<file path="config.mk">
export PLATFORM = sky130hd
export DESIGN_NAME = amon_leaky_bucket
export DESIGN_NICKNAME = d
export VERILOG_FILES = /design/src/rtl/amon_pkg.sv /design/src/rtl/amon_edge_sync.sv /design/src/rtl/amon_bucket.sv /design/src/rtl/amon_alarm.sv /design/src/rtl/amon_leaky_bucket.sv
export SDC_FILE = /design/constraint.sdc
export NUM_CORES = 1
export LEC_CHECK = 0
export ABC_AREA = 1
export BUFFER_PORTS_ARGS = -buffer_cell sky130_fd_sc_hd__clkbuf_2
export CORE_AREA = 3 3 87 89
export DETAILED_ROUTE_END_ITERATION = 6
export DIE_AREA = 0 0 90 92
export GPL_TIMING_DRIVEN = 0
export PLACE_DENSITY = 0.76
export RECOVER_POWER = 25
export SLEW_MARGIN = 10
export SYNTH_ARGS = -nofsm -noshare
export SYNTH_HDL_FRONTEND = slang
export SYNTH_SLANG_ARGS = --single-unit
</file>
<file path="constraint.sdc">
create_clock -name clk -period 7.7 [get_ports clk]
set_clock_uncertainty 0.1 [all_clocks]
set_input_delay 1.54 -clock clk [delete_from_list [all_inputs] [get_ports clk]]
set_output_delay 1.54 -clock clk [all_outputs]
set_load 0.1 [all_outputs]
</file>
<file path="src/rtl/amon_pkg.sv">
package amon_pkg;
  localparam int unsigned AMON_NCFG = 4;
  localparam int unsigned AMON_CW   = 8;
  localparam int unsigned AMON_DW   = 3;
endpackage

</file>
<file path="src/rtl/amon_edge_sync.sv">
module amon_edge_sync (
  input  logic clk,
  input  logic rst_n,
  input  logic ref_clk,
  input  logic tick,
  output logic act
);
  logic [2:0] sync_q;
  logic       seen_q, seen_d, rise;

  assign rise   = sync_q[1] & ~sync_q[2];
  assign act    = seen_q | rise;
  assign seen_d = tick ? 1'b0 : (seen_q | rise);

  always_ff @(posedge clk or negedge rst_n) begin
    if (!rst_n) begin
      sync_q <= '0;
      seen_q <= 1'b0;
    end else begin
      sync_q <= {sync_q[1:0], ref_clk};
      seen_q <= seen_d;
    end
  end
endmodule

</file>
<file path="src/rtl/amon_bucket.sv">
module amon_bucket #(
  parameter int unsigned CW = 8,
  parameter int unsigned DW = 3
) (
  input  logic          clk,
  input  logic          rst_n,
  input  logic          tick,
  input  logic          act,
  input  logic [CW-1:0] size,
  input  logic [DW-1:0] decay,
  output logic [CW-1:0] cnt_q,
  output logic [CW-1:0] cnt_d
);
  localparam int unsigned DCW = (1 << DW) - 1;

  logic [DCW-1:0] dcnt_q, dcnt_d, mask;

  assign mask = ~({DCW{1'b1}} << decay);

  always_comb begin
    cnt_d  = cnt_q;
    dcnt_d = dcnt_q;
    if (tick) begin
      if (!act) begin
        dcnt_d = '0;
        cnt_d  = (cnt_q >= size) ? size : cnt_q + 1'b1;
      end else if (dcnt_q == mask) begin
        dcnt_d = '0;
        if (cnt_q != '0) cnt_d = cnt_q - 1'b1;
      end else begin
        dcnt_d = dcnt_q + 1'b1;
      end
    end
  end

  always_ff @(posedge clk or negedge rst_n) begin
    if (!rst_n) begin
      cnt_q  <= '0;
      dcnt_q <= '0;
    end else if (tick) begin
      cnt_q  <= cnt_d;
      dcnt_q <= dcnt_d;
    end
  end
endmodule

</file>
<file path="src/rtl/amon_alarm.sv">
module amon_alarm #(
  parameter int unsigned CW = 8
) (
  input  logic          clk,
  input  logic          rst_n,
  input  logic          tick,
  input  logic [CW-1:0] cnt_d,
  input  logic [CW-1:0] upper,
  input  logic [CW-1:0] lower,
  output logic          alarm_q
);
  logic alarm_d;

  always_comb begin
    if (alarm_q) alarm_d = (cnt_d > lower);
    else         alarm_d = (cnt_d >= upper);
  end

  always_ff @(posedge clk or negedge rst_n) begin
    if (!rst_n)    alarm_q <= 1'b0;
    else if (tick) alarm_q <= alarm_d;
  end
endmodule

</file>
<file path="src/rtl/amon_leaky_bucket.sv">
module amon_leaky_bucket #(
  parameter int unsigned NCFG = amon_pkg::AMON_NCFG,
  parameter int unsigned CW   = amon_pkg::AMON_CW,
  parameter int unsigned DW   = amon_pkg::AMON_DW,
  localparam int unsigned SW  = (NCFG > 1) ? $clog2(NCFG) : 1
) (
  input  logic             clk,
  input  logic             rst_n,
  input  logic             ref_clk,
  input  logic             tick_i,
  input  logic [SW-1:0]    cfg_sel,
  input  logic [NCFG*CW-1:0] upper_thr,
  input  logic [NCFG*CW-1:0] lower_thr,
  input  logic [NCFG*CW-1:0] bucket_sz,
  input  logic [NCFG*DW-1:0] decay_exp,
  output logic             alarm_o
);
  logic [CW-1:0] up_arr [NCFG];
  logic [CW-1:0] lo_arr [NCFG];
  logic [CW-1:0] sz_arr [NCFG];
  logic [DW-1:0] dk_arr [NCFG];

  for (genvar k = 0; k < NCFG; k++) begin : g_cfg
    assign up_arr[k] = upper_thr[k*CW +: CW];
    assign lo_arr[k] = lower_thr[k*CW +: CW];
    assign sz_arr[k] = bucket_sz[k*CW +: CW];
    assign dk_arr[k] = decay_exp[k*DW +: DW];
  end

  logic [CW-1:0] up_sel, lo_sel, sz_sel;
  logic [DW-1:0] dk_sel;
  logic          act_smp;
  logic [CW-1:0] cnt_q, cnt_d;

  assign up_sel = up_arr[cfg_sel];
  assign lo_sel = lo_arr[cfg_sel];
  assign sz_sel = sz_arr[cfg_sel];
  assign dk_sel = dk_arr[cfg_sel];

  amon_edge_sync u_sync (
    .clk(clk), .rst_n(rst_n), .ref_clk(ref_clk), .tick(tick_i), .act(act_smp)
  );

  amon_bucket #(.CW(CW), .DW(DW)) u_bucket (
    .clk(clk), .rst_n(rst_n), .tick(tick_i), .act(act_smp),
    .size(sz_sel), .decay(dk_sel), .cnt_q(cnt_q), .cnt_d(cnt_d)
  );

  amon_alarm #(.CW(CW)) u_alarm (
    .clk(clk), .rst_n(rst_n), .tick(tick_i), .cnt_d(cnt_d),
    .upper(up_sel), .lower(lo_sel), .alarm_q(alarm_o)
  );
endmodule

</file>
==> results.cfg <==
[status]
outcome = completed

[synth]
ys_seq_area_frac = 0.163
ys.warnings.count = 0
syn_area_per_cell_sq_um = 6.18
synth-xor-area-share = 0.0429
syn-cell-area_sq_mm = 0.00306
synthArstFlopShare = 1.00
synth_ff_type = dfrtp_1
ys_ff_latch = 20
yosys.area.top_type = nand2_1
synth_top_family_by_area = simple AND/OR/NAND/NOR gates
yosysUniqueCellTypes = 35
netlist_instances = 496
synth_top_area_frac = 0.200
yosys.area_share.adder = 0.114
muxShareOfSynthArea = 0
synth-simple-area-share = 0.371
synth_compound_area_frac = 0.223
synth.area.top_cells = nand2_1, dfrtp_1, ha_1, a21oi_1, nand3_1
synth_nets = 638
synth_edf_count = 0

[cts]
insertion_delay_ns = 0.27
cts_tree = built
root_buffer = clkbuf_8
cts-htree-levels = 1
postCtsSetupBuffers = 0
cts_buffer_depth = 2
cts_resized = 0
clock-sinks = 20
cts_made_buffers = 3
cts.hold.buffers_added = 0
path_clk_slew_ns = 0.07

[floorplan]
die_w_um = 90
die_height_um = 92
start_util = 0.449
core_sq_mm = 0.00683
placementRows = 30
io_pins = 115
dieArea_sq_mm = 0.00828

[worst_setup_path]
path_cells = buf_2 > inv_2 > buf_4 > buf_2 > a21oi_1 > a32oi_1 > inv_1 > ha_1 > nand2_1 > nor2_1 > nand4_1 > nand3_1 > clkbuf_1 > o21ai_0 > nand2_1 > inv_1 > a21oi_1 > ha_1 > a21oi_1 > o21ai_0 > nand2_1 > o211ai_1 > a21oi_1 > o31ai_1
crit_slowest_cell = clkbuf_1
path_common_cell = a21oi_1
cp_num_buf_inv = 7
startpoint_type = input port
required_ns = 7.74
crit_type = input port to flop
rrSetupSlack_ns = 4.16
crit_fanout = 10
cpPeakStageDelay_ns = 0.37
crit_arrival_ns = 5.47
endpoint_kind = flop
cpLargestDelayFamily = compound AO/OA/AOI/OAI gates

[timing]
post-route-min-period_ns = 5.43
slew_headroom = 0.238
tightest_slew_ns = 1.14
fmax_mhz = 184
tns_ns = 0
fin_crit_sh = 0.706
finalMaxSlewViolations = 0
worst_slack_ns = 2.27
hold_violations = 0
finalSetupViolCount = 0
rsz0062_at_grt = false

[run]
drv_cap = 0

[grt]
grt_pass1_wl_um = 17000
grt_usage = 0.244
grt_max_degree = 21
antenna_found_initial = 0
grt.overflow.total = 0
grt_pass1_vias = 3602

[power]
power_mw = 0.665
p_per_area_mw_per_mm2 = 175
ir_drop_mv = 0.124
power_leakage_nw = 1.98

[cells_and_area]
layout_common_cells = nand2_1, clkbuf_2, a21oi_1
antenna_cells = 0
drive_gt1_frac = 0.241
nets = 756
final_common_cell = nand2_1
area_growth_pct = 24.1

[min_path]
hold_path_class = flop to flop

[route]
wl_um = 10100
drtIter0Drc = 300
antenna_left = 0
drc = 0
wire_per_inst_um = 14.2
vias = 3866
vias_per_cell = 5.45
drtPass1Iterations = 7

[placed_design]
io_buffers = 113
pre_cts_ws_ns = 2.09
place_congestion = 0.911
post-dp-hpwl_um = 8190
[through the flow]
step / utilization / area (sq um) / instances / hold WS, ns
final: 0.557 / 3800 / 709 / 0.250
after floorplan: - / 3060 / 496 / 0.231
after global placement: 0.549 / 3750 / 705 / 0.235
after CTS: 0.557 / 3800 / 709 / 0.253
after detailed placement: 0.549 / 3750 / 705 / 0.235
after global routing: 0.557 / 3800 / 709 / 0.268
[worst paths after layout]
path,cells after the start,to,startpoint
max,24,u_alarm.alarm_q,cfg_sel[1]
min,0,u_sync.sync_q[1],u_sync.sync_q[0]
max reg2reg,19,u_alarm.alarm_q,u_bucket.cnt_q[0]
min reg2reg,0,u_sync.sync_q[1],u_sync.sync_q[0]
max in group asynchronous,1,u_bucket.cnt_q[7],rst_n
min in group asynchronous,1,u_bucket.cnt_q[1],rst_n
[worst register-to-register path, delay by kind of cell (launching register included)]
kind,cells,cell delay (ns)
AO/OA/AOI/OAI,9,1.26
buffers and inverters,4,0.67
adder cells (fa/ha/maj),2,0.53
AND/OR/NAND/NOR,4,0.45
flip-flops,1,0.41
[cell type report]
class                   instances  area [sq um]
flip-flops and latches         20           500
clock buffers                   4          55.1
fillers                       688          3030
inverters                      37           139
well taps                      96           120
plain buffers                  26           124
multi-input cells             413          2300
repair buffers                113           564
[where the power goes]
part           internal, mW  total [mW]  leakage, nW  switching [mW]
clock                0.0457      0.0848       0.0288          0.0391
sequential            0.124       0.147        0.249          0.0226
combinational         0.164       0.433         1.71           0.270
total                 0.334       0.665         1.98           0.331
[synthesized netlist by cell type (2+ instances only)]
cell type	n
or2_2	2
clkbuf_1	13
nand4_1	6
nand3_2	2
buf_6	2
xor2_1	12
nand2_2	8
a32oi_1	3
nand2_1	163
xnor2_1	3
a21oi_1	55
inv_1	35
inv_2	2
o22ai_1	8
buf_1	4
o21ai_0	18
nor2_2	4
nand3_1	39
buf_2	6
o21a_1	2
o211ai_1	2
nor3_1	7
nor2_1	24
dfrtp_1	20
ha_1	28
a32o_1	18
nor2_4	2
[state kept, by name (all words and copies together) (netlist names)]
name / flops
u_bucket.cnt_q: 8
u_alarm.alarm_q: 1
u_sync.seen_q: 1
u_sync.sync_q: 3
u_bucket.dcnt_q: 7
[per-layer routing]
| metal | vias up | wire length (um) | GRT usage |
|---|---|---|---|
| met1 | 1727 | 4500 | 0.331 |
| met3 | 24 | 815 | 0.0410 |
| met5 | - | 0 | 0 |
| met2 | 197 | 4550 | 0.404 |
| li1 | 1918 | - | - |
| met4 | 0 | 227 | 0.0574 |
[logic make-up after synthesis]
logic type,count (synthesis)
xor+xnor,15
buf+inv,63
flops,20
compound gates,110
fa+ha+maj,28
simple gates,260
No activity file was read; power rests on OpenSTA's default activity.
